--- config.mk ---
export PLATFORM = sky130hd
export DESIGN_NAME = video_line_timer
export DESIGN_NICKNAME = d
export VERILOG_FILES = /design/src/rtl/vlt_pkg.sv /design/src/rtl/vlt_counters.sv /design/src/rtl/vlt_decode.sv /design/src/rtl/video_line_timer.sv
export SDC_FILE = /design/constraint.sdc
export NUM_CORES = 1
export LEC_CHECK = 0
export ABC_CLOCK_PERIOD_IN_PS = 2300
export CAP_MARGIN = 10
export CORE_MARGIN = 3
export CORE_UTILIZATION = 45
export DETAILED_ROUTE_END_ITERATION = 8
export PLACE_DENSITY = 0.69
export SYNTH_ARGS = -nofsm -noshare
export SYNTH_HDL_FRONTEND = slang
export SYNTH_SLANG_ARGS = --single-unit
--- constraint.sdc ---
create_clock -name clk -period 2.3 [get_ports clk]
set_input_delay 0.46 -clock clk [delete_from_list [all_inputs] [get_ports clk]]
set_output_delay 0.46 -clock clk [all_outputs]
set_load 0.05 [all_outputs]
--- src/rtl/vlt_pkg.sv ---
package vlt_pkg;
  localparam int LINE_W    = 10;
  localparam int SAMP_W    = 11;
  localparam int SYNC_TAPS = 4;
  localparam int DELAY_W   = $clog2(SYNC_TAPS);

  typedef logic [LINE_W-1:0] line_t;
  typedef logic [SAMP_W-1:0] samp_t;

  // frame lengths
  localparam line_t FRAME_525  = line_t'(525);
  localparam line_t FRAME_625  = line_t'(625);
  localparam line_t PROG_525   = line_t'(262);
  localparam line_t PROG_625   = line_t'(312);
  // first line of the second field
  localparam line_t FLD2_525   = line_t'(264);
  localparam line_t FLD2_625   = line_t'(313);
  // lines split at mid-line
  localparam line_t SPLIT_525  = line_t'(263);
  localparam line_t SPLIT_625  = line_t'(623);
  localparam line_t TAIL_625   = line_t'(624);
  // blanking limits
  localparam line_t TOP_FULL_525  = line_t'(19);
  localparam line_t TOP_PART_525  = line_t'(9);
  localparam line_t BOT_FULL_525  = line_t'(282);
  localparam line_t BOT_PART_525  = line_t'(272);
  localparam line_t TOP_FULL_625  = line_t'(22);
  localparam line_t TOP_PART_625  = line_t'(5);
  localparam line_t BOT_START_625 = line_t'(311);
  localparam line_t BOT_FULL_625  = line_t'(335);
  localparam line_t BOT_PART_625  = line_t'(318);

  typedef struct packed {
    samp_t hCnt;
    line_t lineCnt;
    logic  is625;
    logic  isProg;
    logic  pastMid;
    logic  inSync;
    logic  evenField;
  } vlt_strobes_t;
endpackage

--- src/rtl/vlt_counters.sv ---
module vlt_counters
  import vlt_pkg::*;
#(
  parameter int H_TOTAL_525 = 1716,
  parameter int H_TOTAL_625 = 1728,
  parameter int HSYNC_WIDTH = 128
) (
  input  logic         clk,
  input  logic         rstN,
  input  logic         std625,
  input  logic         progressive,
  output vlt_strobes_t strb
);
  localparam samp_t HLAST_525 = samp_t'(H_TOTAL_525 - 1);
  localparam samp_t HLAST_625 = samp_t'(H_TOTAL_625 - 1);
  localparam samp_t HMID_525  = samp_t'(H_TOTAL_525 / 2);
  localparam samp_t HMID_625  = samp_t'(H_TOTAL_625 / 2);
  localparam samp_t HS_W      = samp_t'(HSYNC_WIDTH);

  samp_t hCnt;
  line_t lineCnt;
  logic  cfg625, cfgProg;
  samp_t hLast, hMid;
  line_t frameLines, fld2Start;
  logic  lineEnd, frameEnd;

  always_comb begin
    hLast     = cfg625 ? HLAST_625 : HLAST_525;
    hMid      = cfg625 ? HMID_625 : HMID_525;
    fld2Start = cfg625 ? FLD2_625 : FLD2_525;
    if (cfgProg) frameLines = cfg625 ? PROG_625 : PROG_525;
    else         frameLines = cfg625 ? FRAME_625 : FRAME_525;
    lineEnd  = (hCnt == hLast);
    frameEnd = lineEnd && (lineCnt == frameLines);
  end

  always_ff @(posedge clk or negedge rstN) begin
    if (!rstN) begin
      hCnt    <= '0;
      lineCnt <= line_t'(1);
      cfg625  <= 1'b0;
      cfgProg <= 1'b0;
    end else if (lineEnd) begin
      hCnt <= '0;
      if (frameEnd) begin
        lineCnt <= line_t'(1);
        cfg625  <= std625;
        cfgProg <= progressive;
      end else begin
        lineCnt <= lineCnt + line_t'(1);
      end
    end else begin
      hCnt <= hCnt + samp_t'(1);
    end
  end

  always_comb begin
    strb.hCnt      = hCnt;
    strb.lineCnt   = lineCnt;
    strb.is625     = cfg625;
    strb.isProg    = cfgProg;
    strb.pastMid   = (hCnt >= hMid);
    strb.inSync    = (hCnt < HS_W);
    strb.evenField = !cfgProg && (lineCnt >= fld2Start);
  end


  h_range_chk: assert property (@(posedge clk) disable iff (!rstN)
    hCnt <= hLast);

  line_hold_chk: assert property (@(posedge clk) disable iff (!rstN)
    !lineEnd |=> $stable(lineCnt));

  cfg_hold_chk: assert property (@(posedge clk) disable iff (!rstN)
    !frameEnd |=> ($stable(cfg625) && $stable(cfgProg)));
endmodule

--- src/rtl/vlt_decode.sv ---
module vlt_decode
  import vlt_pkg::*;
#(
  parameter int ACT_START_525 = 244,
  parameter int ACT_START_625 = 264,
  parameter int ACT_LEN       = 1440,
  parameter int TRIM_EDGE     = 10
) (
  input  logic               clk,
  input  logic               rstN,
  input  vlt_strobes_t       strb,
  input  logic               fullVbi,
  input  logic               trimLine,
  input  logic [DELAY_W-1:0] syncDelay,
  input  logic               hsInvert,
  input  logic               fieldInvert,
  output logic               hSyncOut,
  output logic               fieldOut,
  output logic               vbiLine,
  output logic               activeVideo,
  output line_t              lineNum,
  output samp_t              sampleNum
);
  localparam samp_t S525 = samp_t'(ACT_START_525);
  localparam samp_t S625 = samp_t'(ACT_START_625);
  localparam samp_t ALEN = samp_t'(ACT_LEN);
  localparam samp_t TRIM = samp_t'(TRIM_EDGE);

  logic  vbiNext, actNext, inWindow;
  line_t topEnd, botEnd;
  samp_t winStart, winLo, winHi;
  logic  regIs625, regProg;
  logic [SYNC_TAPS-1:0] hsTap, fdTap;

  always_comb begin
    if (strb.isProg) begin
      topEnd = strb.is625 ? (fullVbi ? TOP_FULL_625 : TOP_PART_625)
                          : (fullVbi ? TOP_FULL_525 : TOP_PART_525);
      botEnd = '0;
      vbiNext = (strb.lineCnt <= topEnd);
    end else if (!strb.is625) begin
      topEnd = fullVbi ? TOP_FULL_525 : TOP_PART_525;
      botEnd = fullVbi ? BOT_FULL_525 : BOT_PART_525;
      vbiNext = (strb.lineCnt <= topEnd)
             || (strb.lineCnt == SPLIT_525 && strb.pastMid)
             || (strb.lineCnt >= FLD2_525 && strb.lineCnt <= botEnd);
    end else begin
      topEnd = fullVbi ? TOP_FULL_625 : TOP_PART_625;
      botEnd = fullVbi ? BOT_FULL_625 : BOT_PART_625;
      vbiNext = (strb.lineCnt <= topEnd)
             || (strb.lineCnt == SPLIT_625 && strb.pastMid)
             || (strb.lineCnt >= TAIL_625)
             || (strb.lineCnt >= BOT_START_625 && strb.lineCnt <= botEnd);
    end
  end

  always_comb begin
    winStart = strb.is625 ? S625 : S525;
    winLo    = winStart + (trimLine ? TRIM : samp_t'(0));
    winHi    = winStart + ALEN - (trimLine ? TRIM : samp_t'(0));
    inWindow = (strb.hCnt >= winLo) && (strb.hCnt < winHi);
    actNext  = inWindow && !vbiNext;
  end

  always_ff @(posedge clk or negedge rstN) begin
    if (!rstN) begin
      vbiLine     <= 1'b0;
      activeVideo <= 1'b0;
      lineNum     <= line_t'(1);
      sampleNum   <= '0;
      regIs625    <= 1'b0;
      regProg     <= 1'b0;
    end else begin
      vbiLine     <= vbiNext;
      activeVideo <= actNext;
      lineNum     <= strb.lineCnt;
      sampleNum   <= strb.hCnt;
      regIs625    <= strb.is625;
      regProg     <= strb.isProg;
    end
  end

  // sync delay line: tap k holds the raw value k clocks behind tap 0
  always_ff @(posedge clk or negedge rstN) begin
    if (!rstN) begin
      hsTap[0] <= 1'b0;
      fdTap[0] <= 1'b0;
    end else begin
      hsTap[0] <= strb.inSync;
      fdTap[0] <= strb.evenField;
    end
  end

  for (genvar k = 1; k < SYNC_TAPS; k++) begin : g_tap
    always_ff @(posedge clk or negedge rstN) begin
      if (!rstN) begin
        hsTap[k] <= 1'b0;
        fdTap[k] <= 1'b0;
      end else begin
        hsTap[k] <= hsTap[k-1];
        fdTap[k] <= fdTap[k-1];
      end
    end
  end

  assign hSyncOut = hsTap[syncDelay] ^ hsInvert;
  assign fieldOut = fdTap[syncDelay] ^ fieldInvert;


  act_window_chk: assert property (@(posedge clk) disable iff (!rstN)
    activeVideo |-> (sampleNum >= (regIs625 ? S625 : S525)) &&
                    (sampleNum < (regIs625 ? S625 : S525) + ALEN));

  line23_chk: assert property (@(posedge clk) disable iff (!rstN)
    (regIs625 && !regProg && lineNum == line_t'(23)) |-> !vbiLine);

  prog_vbi_chk: assert property (@(posedge clk) disable iff (!rstN)
    (regProg && lineNum > TOP_FULL_625) |-> !vbiLine);
endmodule

--- src/rtl/video_line_timer.sv ---
module video_line_timer
  import vlt_pkg::*;
#(
  parameter int H_TOTAL_525   = 1716,
  parameter int H_TOTAL_625   = 1728,
  parameter int HSYNC_WIDTH   = 128,
  parameter int ACT_START_525 = 244,
  parameter int ACT_START_625 = 264,
  parameter int ACT_LEN       = 1440,
  parameter int TRIM_EDGE     = 10
) (
  input  logic        clk,
  input  logic        rstN,
  input  logic        std625,
  input  logic        progressive,
  input  logic        fullVbi,
  input  logic        trimLine,
  input  logic [1:0]  syncDelay,
  input  logic        hsInvert,
  input  logic        fieldInvert,
  output logic        hSyncOut,
  output logic        fieldOut,
  output logic        vbiLine,
  output logic        activeVideo,
  output logic [9:0]  lineNum,
  output logic [10:0] sampleNum
);
  vlt_strobes_t strb;

  vlt_counters #(
    .H_TOTAL_525(H_TOTAL_525),
    .H_TOTAL_625(H_TOTAL_625),
    .HSYNC_WIDTH(HSYNC_WIDTH)
  ) u_cnt (
    .clk(clk),
    .rstN(rstN),
    .std625(std625),
    .progressive(progressive),
    .strb(strb)
  );

  vlt_decode #(
    .ACT_START_525(ACT_START_525),
    .ACT_START_625(ACT_START_625),
    .ACT_LEN(ACT_LEN),
    .TRIM_EDGE(TRIM_EDGE)
  ) u_dec (
    .clk(clk),
    .rstN(rstN),
    .strb(strb),
    .fullVbi(fullVbi),
    .trimLine(trimLine),
    .syncDelay(syncDelay),
    .hsInvert(hsInvert),
    .fieldInvert(fieldInvert),
    .hSyncOut(hSyncOut),
    .fieldOut(fieldOut),
    .vbiLine(vbiLine),
    .activeVideo(activeVideo),
    .lineNum(lineNum),
    .sampleNum(sampleNum)
  );
endmodule

# [Yosys cells after proc, flatten, opt, wreduce, memory -nomap -nowiden]
# Cells that the tools add are included.
[word_totals] reg_bits=54 elab_cells=78
[classes] addsub=5 order_cmp=14 eq_ne=4 muxes=21 bitwise=2 reduce_logical=16
[ops] operator="$le 10x10->1" n=5
[ops] operator="$mux 10" n=3
[ops] operator="$ge 11x11->1" n=2
[ops] operator="$ge 10x9->1 const B" n=2
[ops] operator="$mux 6" n=3
[ops] operator="$mux 7" n=2
[ops] operator="$mux 4" n=3
[ops] operator="$add 11x1->11 const B" n=1
[ops] operator="$add 11x11->11" n=1
[ops] operator="$add 11x11->11 const B" n=1
[ops] operator="$eq 11x11->1" n=1
[ops] operator="$lt 11x11->1" n=1
[ops] operator="$lt 11x8->1 const B" n=1
[ops] operator="$mux 11" n=1
[ops] operator="$sub 11x11->11" n=1
[ops] operator="$add 10x1->10 const B" n=1
[ops] operator="$eq 10x10->1" n=1
[ops] operator="$eq 10x10->1 const B" n=1
[ops] operator="$eq 10x9->1 const B" n=1
[ops] operator="$ge 10x10->1" n=1
[ops] operator="$ge 10x10->1 const B" n=1
[ops] operator="$mux 5" n=2
[ops] operator="$mux 9" n=1
[ops] operator="$logic_and 1x1->1" n=8
[ops] operator="7 further kinds" n=17

# [Logic depth before layout (Yosys ltp)]
# Gate-level depths: netlist (run 1).
[logic_depth] word_depth=10 depth_mapped=9 ltp_nobuf=9

# [Cells and area by module]
# A second synthesis (run 1) with hierarchy kept.
[hier_totals] cells_unflattened=313 hier_area_um2=3278.1
[modules_own_cells] module="vlt_decode" instances=1 cells_per_inst=155 area_per_inst_um2=1766.7
[modules_own_cells] module="vlt_counters" instances=1 cells_per_inst=158 area_per_inst_um2=1511.4

# [Least setup slack after synthesis (run 1)]
# No wires, ideal clock.
[synth_timing] path_kind="register to register" startpoint="register u_cnt.cfg625" endpoint="register u_dec.activeVideo" setup_time_ps=94 arrival_time_ps=2147 t_required_ps=2206 setup_slack_ps=59 stages_incl_launch_ff=10 path_buffers=0 period_less_slack_ps=2241 path_cell_list="dfrtp_1 > inv_1 > ha_1 > ha_1 > o21a_1 > o21a_1 > o21a_1 > o211ai_1 > a31oi_1 > a211oi_1"
[synth_between] elab_chain_cells=10
[synth_rtl] element="start: declaration" line="vlt_counters.sv:22" text="logic cfg625, cfgProg;"
[synth_rtl] element="start signal: assignment" line="vlt_counters.sv:47" text="cfg625 <= std625;"
[synth_rtl] element="branches (longest 9 deep; another with $add 11x11->11)"
[synth_rtl] element="$logic_and 1x1->1 (*)" line="vlt_decode.sv:62" text="actNext = inWindow && !vbiNext;"
[synth_rtl] element="named net u_dec.actNext" line="vlt_decode.sv:29" text="logic vbiNext, actNext, inWindow;"
[synth_rtl] element="end signal: assignment" line="vlt_decode.sv:75" text="activeVideo <= actNext;"
[synth_rtl] element="end: declaration" line="vlt_decode.sv:20" text="output logic activeVideo,"
# Mark *: on every way through the listed nets, which the timed path passes.
# A chain may end at the register's enable or synchronous reset.

# [Worst setup path after layout (run 1)]
# Same ends and word-level chain as after synthesis.

==> results.py, run 1 <==
metrics = {
    "power_and_ir_drop": {
        "power-per-cell-area_nw_per_um2": 415,
        "seqPwrFrac_pct": 55.7,
        "pwr-share-clk_pct": 38.2,
        "fraction_of_power_spent_switching_nets_pct": 22.0,
        "p_leak_nw": 1.84,
        "power.ir.vdd_worst_v": 0.000227,
        "power_switching_uw": 376,
        "power.internal_mw": 1.33,
        "pwr-share-comb_pct": 6.1,
    },
    "placed_design": {
        "dpl_cell_area_um2": 3910,
        "buffer_ports.inserted": 34,
        "dpl_worst_slack_ns": -0.374,
        "post-dp-hpwl_mm": 5.56,
        "final_replace_weighted_congestion": 0.875,
    },
    "die": {
        "die_width_um": 90.3,
        "design.portCount": 35,
        "die_height_um": 90.3,
        "rows": 30,
        "fp.dieArea_um2": 8160,
        "fp.coreArea_um2": 6830,
        "floorplan.initialDensity_pct": 46.8,
    },
    "worst_setup_path": {
        "arrival_ns": 2.36,
        "worst_setup_path_start_kind": "register",
        "timing.reg2reg.worst_path_depth": 7,
        "worst_setup_path_end_kind": "register",
        "worst_r2r_endpoint": "u_dec.activeVideo",
        "worst-setup-path-type": "register to register",
        "rr_startpoint": "u_cnt.cfg625",
        "cp_data_required_time_ns": 2.49,
        "worst_path_fanout_max": 7,
        "r2r_setup_slack_ns": 0.13,
    },
    "synth": {
        "cell_count_after_synthesis": 311,
        "synth_largest_area_cell": "dfrtp_1",
        "synth.cells.most_frequent": "dfrtp_1 (52), ha_1 (42), nand2_1 (22), o21ai_0 (22), nor2_1 (21)",
        "post-synth-top-count-cell": "dfrtp_1",
        "synth_nets": 363,
        "syn-mean-instance-area_um2": 10.3,
        "yosys_register_bits": 54,
        "synth_top_cells_by_area": "dfrtp_1 (41%), ha_1 (16%), o21ai_0 (3.4%)",
        "ys_types": 56,
        "asyncSetResetFlopFracSynth_pct": 100,
        "synth_flop_cell": "dfrtp_1",
        "sequential_share_of_the_synthesized_area_pct": 42.3,
        "syn_area_um2": 3200,
        "synth_edf_count": 0,
        "ys_warn_count": 0,
        "synth_top_area_share_pct": 40.7,
    },
    "timing": {
        "fin_skew_ns": 0.00508,
        "worst_pin_slew_ns": 0.559,
        "setup_slack_ns": 0.134,
        "timing.fmax_mhz": 462,
        "timing_max_transition_violations_final": 0,
        "timing.max_slew.rel_slack_pct": 62.7,
        "finalSetupViolCount": 0,
        "hold_violations_final": 0,
        "setup_total_negative_slack_ns": 0,
        "post-route-period-util_pct": 94.2,
        "post-route-min-period_ns": 2.17,
    },
    "global_route": {
        "global_route_wire_length_before_repair_mm": 12.3,
        "global_route.overflow_total": 0,
        "groute.usage.overall_pct": 18.7,
        "grt_start_max_net_pins": 33,
        "number_of_global_route_vias_before_repair": 2503,
        "grt_antenna_before_repair": 0,
    },
    "drt": {
        "via_per_inst": 5.45,
        "total_via_count_after_detailed_routing": 2594,
        "routed_wirelength_normalized_by_instance_count_um": 15.7,
        "remaining_drc_errors": 0,
        "ant_nets": 0,
        "drt-initial-drc-count": 154,
        "drt-pass1-iter-count": 4,
        "totalWireLength_mm": 7.48,
    },
    "final_layout": {
        "final_layout_size_suffix_gt1_share_pct": 20.5,
        "antennaDiodeCount": 0,
        "final_cell_area_um2": 4100,
        "num-fill-cells": 582,
        "multiInputGateArea_um2": 1800,
        "final_nets": 431,
        "syn_to_final_growth_pct": 28.2,
        "seq_area_um2": 1360,
    },
    "clocking": {
        "clock-sinks": 54,
        "cts_max_level": 2,
        "tritoncts_clock_tree": "yes",
        "cts_root_buffer": "clkbuf_8",
        "clk_pin_slew_worst_paths_ns": 0.10,
        "ctsLongestPathBuffers": 2,
        "postCtsHoldBufs": 0,
        "clk_latency_ns": 0.31,
        "post-cts-setup-buffer-count": 0,
        "numCtsBuffers": 5,
    },
    "flow_run": {
        "max-cap-violations": 0,
    },
    "hold_path": {
        "worst_hold_path_type": "input port to async pin",
    },
    "outcome": {
        "outcome": "complete, no violations",
    },
}
==> critical path, stage by stage, from the launching register on <==
cell      delay (ns)
dfrtp_2         0.48
ha_1            0.20
or2_2           0.30
ha_1            0.31
a211o_1         0.34
a211oi_2        0.20
o21a_1          0.16
a211oi_2        0.05
==> worst max-delay path by stage <==
stage	startpoint	to
2_1_floorplan	u_cnt.cfg625	u_dec.activeVideo
3_3_place_gp	fullVbi	u_dec.activeVideo
3_5_place_dp	trimLine	u_dec.activeVideo
4_1_cts	trimLine	u_dec.activeVideo
5_1_grt	u_cnt.cfg625	u_cnt.lineCnt[7]
6_report	u_cnt.cfg625	u_dec.activeVideo
==> registers in the layout, indices dropped and copies added, names as in the netlist <==
register / cells
u_cnt.lineCnt: 10
u_dec.fdTap: 4
u_dec.lineNum: 10
u_dec.activeVideo: 1
u_cnt.cfgProg: 1
u_cnt.cfg625: 1
u_dec.hsTap: 4
u_dec.sampleNum: 11
u_dec.vbiLine: 1
u_cnt.hCnt: 11
==> metal layers <==
metal	routed length, um	part of all wire (%)	GRT usage (%)	vias to the layer above
met5	0	0	0	-
met4	142	1.9	6.25	0
met3	284	3.8	3.00	10
met2	3400	45	29.1	68
met1	3660	49	26.6	1262
li1	-	-	-	1254
==> what timing repair did <==
action | 4_1_cts | 5_1_grt
resized for setup | 5 | 13
pin swaps | 3 | 7
endpoints found under the setup margin | 4 | 14
==> area by class of cell <==
cell class | instances | share of cell area (%)
clock buffer | 5 | 1.68
clock inverter | 3 | 1.16
inverter | 14 | 1.28
multi-input combinational | 231 | 43.7
sequential | 54 | 33.0
tap | 96 | 2.93
timing repair buffer | 73 | 16.2
==> kinds of logic after synthesis <==
logic type / synth area share, %
compound gates: 14.6
xor+xnor: 3.56
fa+ha+maj: 16.4
buf+inv: 3.87
flops: 42.3
mux: 1.41
simple gates: 17.9
==> cells in the final DEF, fill, tap and decap left out, drive strengths merged, types with 3 or more instances in the layout <==
cell and n:
o21ai 22, xor2 7, nor2b 7, buf 42, a21o 3, o31ai 6
and3 3, nor2 21, a31oi 4, nand2b 5, dfrtp 52, a21oi 12
a211oi 3, nand3 13, nand4 6, nor3 5, clkbuf 5, or2 3
nor4 6, ha 42, nand2 22, inv 15, xnor2 6, clkdlybuf4s50 28
o21a 5
==> power groups by stage <==
stage,logic (mW),registers [mW],clock network [mW]
after floorplan,0.0336,0.968,0
after global placement,0.0992,0.967,0
after detailed placement,0.102,0.967,0
after CTS,0.103,0.949,0.670
after global routing,0.117,0.949,0.715
final,0.104,0.949,0.650
==> per-stage QoR <==
stage / hold slack (ns) / utilization, % / power (mW) / instances
after CTS: 0.141 / 59.3 / 1.72 / 476
final: 0.130 / 60.1 / 1.70 / 476
after detailed placement: 0.358 / 57.2 / 1.07 / 468
after global placement: 0.354 / 57.2 / 1.07 / 468
after global routing: 0.157 / 60.1 / 1.78 / 476
after floorplan: 0.164 / - / 1.00 / 311
(Power assumes the default switching activity.)
==> run 2, diff against run 1 <==
--- a/config.mk
+++ b/config.mk
@@ -5,12 +5,13 @@
 export SDC_FILE = /design/constraint.sdc
 export NUM_CORES = 1
 export LEC_CHECK = 0
-export ABC_CLOCK_PERIOD_IN_PS = 2300
+export ABC_CLOCK_PERIOD_IN_PS = 2000
 export CAP_MARGIN = 10
+export CORE_ASPECT_RATIO = 0.6
 export CORE_MARGIN = 3
 export CORE_UTILIZATION = 45
 export DETAILED_ROUTE_END_ITERATION = 8
-export PLACE_DENSITY = 0.69
+export PLACE_DENSITY = 0.66
 export SYNTH_ARGS = -nofsm -noshare
 export SYNTH_HDL_FRONTEND = slang
 export SYNTH_SLANG_ARGS = --single-unit
==> constraint.sdc (replaced) <==
create_clock -name clk -period 2 [get_ports clk]
set_input_delay 0.4 -clock clk [delete_from_list [all_inputs] [get_ports clk]]
set_output_delay 0.4 -clock clk [all_outputs]
set_load 0.05 [all_outputs]
==> results.py, run 2 (synthesized netlist as in run 1, its figures left out) <==
metrics = {
    "worst_setup_path": {
        "arrival_ns": 2.34,
        "crit_chain": "inv_4 -> ha_4 -> ha_4 -> o21a_1 -> o21a_1 -> o21a_1 -> o211ai_1 -> a31oi_1 -> a211oi_2",
        "worst_setup_path_start_kind": "register",
        "worst-setup-path-type": "register to register",
        "timing.critical_path.slowest_stage_cell": "dfrtp_2",
        "worst_path_fanout_max": 6,
        "worst_setup_path_end_kind": "register",
        "cpMostUsedCell": "o21a_1",
        "cp_data_required_time_ns": 2.20,
        "worst_path_largest_cell_delay_ns": 0.48,
    },
    "die": {
        "die_width_um": 115,
        "rows": 23,
        "floorplan.initialDensity_pct": 47.1,
        "fp.coreArea_um2": 6790,
        "die_height_um": 71.3,
        "fp.dieArea_um2": 8190,
        "design.portCount": 35,
    },
    "clocking": {
        "cts_max_level": 2,
        "clk_latency_ns": 0.29,
        "cts_root_buffer": "clkbuf_16",
        "ctsLongestPathBuffers": 2,
        "clk_pin_slew_worst_paths_ns": 0.07,
        "tritoncts_clock_tree": "yes",
        "postCtsHoldBufs": 0,
        "clock-sinks": 54,
        "numCtsBuffers": 5,
    },
    "timing": {
        "setup_total_negative_slack_ns": -0.545,
        "fin_skew_ns": 0.00485,
        "post-route-min-period_ns": 2.15,
        "worst_pin_slew_ns": 0.508,
        "finalSetupViolCount": 15,
        "hold_violations_final": 0,
        "timing.hold.ws_ns": 0.0885,
        "grt_setup_unrepaired": "yes",
        "timing_max_transition_violations_final": 0,
        "setup_slack_ns": -0.145,
        "post-route-period-util_pct": 107,
        "timing.fmax_mhz": 466,
        "timing.max_slew.rel_slack_pct": 66.1,
    },
    "global_route": {
        "grt_start_max_net_pins": 55,
        "groute.layer.met2.usage_pct": 28.7,
        "grt_antenna_before_repair": 0,
        "groute.usage.overall_pct": 21.7,
        "groute.layer.met3.usage_pct": 5.91,
        "global_route_wire_length_before_repair_mm": 13.8,
        "global_route.overflow_total": 0,
        "number_of_global_route_vias_before_repair": 2613,
        "globalRouteMet1Util_pct": 35.4,
        "grt.busiest_layer": "met1",
    },
    "outcome": {
        "outcome": "finished with violations",
        "failed_checks": "negative setup slack",
    },
    "drt": {
        "drt-pass1-iter-count": 5,
        "remaining_drc_errors": 0,
        "totalWireLength_mm": 8.53,
        "drt-initial-drc-count": 233,
        "ant_nets": 0,
        "via_per_inst": 5.60,
        "routed_wirelength_normalized_by_instance_count_um": 17.5,
        "total_via_count_after_detailed_routing": 2731,
    },
    "final_layout": {
        "layout_commonest_cell": "buf_4",
        "layout_common_cells": "buf_4 (54), dfrtp_1 (51), ha_1 (33)",
        "antennaDiodeCount": 0,
        "seq_area_um2": 1360,
        "multiInputGateArea_um2": 1930,
        "num-fill-cells": 557,
        "utilization_pct": 65.6,
        "final_layout_size_suffix_gt1_share_pct": 29.4,
        "largestRegisters": "u_cnt.hCnt (11), u_dec.sampleNum (11)",
        "final_nets": 452,
        "syn_to_final_growth_pct": 39.2,
    },
    "power_and_ir_drop": {
        "pwr-share-clk_pct": 42.7,
        "power.internal_mw": 1.65,
        "seqPwrFrac_pct": 51.4,
        "power_switching_uw": 470,
        "fraction_of_power_spent_switching_nets_pct": 22.1,
        "post-layout-total-power_mw": 2.12,
        "p_leak_nw": 1.97,
        "power-per-cell-area_nw_per_um2": 476,
        "pwr-share-comb_pct": 5.9,
        "power.ir.vdd_worst_v": 0.000371,
    },
    "flow_run": {
        "max-cap-violations": 0,
    },
    "hold_path": {
        "worst_hold_path_type": "input port to async pin",
    },
    "placed_design": {
        "post-dp-hpwl_mm": 6.31,
        "buffer_ports.inserted": 34,
        "final_replace_weighted_congestion": 0.904,
        "dpl_worst_slack_ns": -0.672,
    },
}
[run 2: through the flow]
stage / cells / cell area (um^2)
after CTS: 490 / 4370
after detailed placement: 479 / 4090
after floorplan: 311 / 3230
after global routing: 488 / 4460
final: 488 / 4460
after global placement: 479 / 4090
[run 2: worst paths after layout]
check	start	endpoint	slack (ns)	cells past startpoint
hold / removal	rstN	u_cnt.lineCnt[7]	0.09	2
min in group clk	u_dec.fdTap[1]	u_dec.fdTap[2]	0.38	0
setup reg to reg	u_cnt.cfg625	u_dec.activeVideo	-0.15	9
setup / recovery	u_cnt.cfg625	u_dec.activeVideo	-0.15	9
max in group asynchronous	rstN	u_dec.lineNum[0]	1.63	2
hold reg to reg	u_dec.fdTap[1]	u_dec.fdTap[2]	0.38	0
[run 2: per-layer routing]
| metal | vias to the layer above | wire length [um] |
|---|---|---|
| li1 | 1309 | - |
| met1 | 1286 | 4290 |
| met2 | 126 | 3400 |
| met3 | 10 | 750 |
| met4 | 0 | 81 |
| met5 | - | 0 |
[run 2: power by group through the flow]
stage	clock network, mW	registers (mW)	logic [mW]
after floorplan	0	1.11	0.0394
final	0.907	1.09	0.124
after detailed placement	0	1.11	0.121
after global placement	0	1.11	0.119
after global routing	0.972	1.09	0.139
after CTS	0.929	1.09	0.124
[run 2: critical path, delay by kind of cell, from the launching register on]
family / cells / cell delay (ns)
flip-flops: 1 / 0.48
AO/OA/AOI/OAI: 6 / 1.01
adder cells (fa/ha/maj): 2 / 0.48
buffers and inverters: 1 / 0.08
[run 2: cell type report]
class	count	area share, %
clock buffer	6	3.12
clock inverter	2	0.365
inverter	14	1.24
multi-input combinational	231	43.4
sequential	54	30.4
tap	87	2.44
timing repair buffer	94	19.0
[run 2: timing repair]
item	4_1_cts	5_1_grt
endpoints found under the hold margin	0	0
pin swaps	15	10
buffers inserted	3	1
endpoints found under the setup margin	18	25
gates resized for setup	30	27
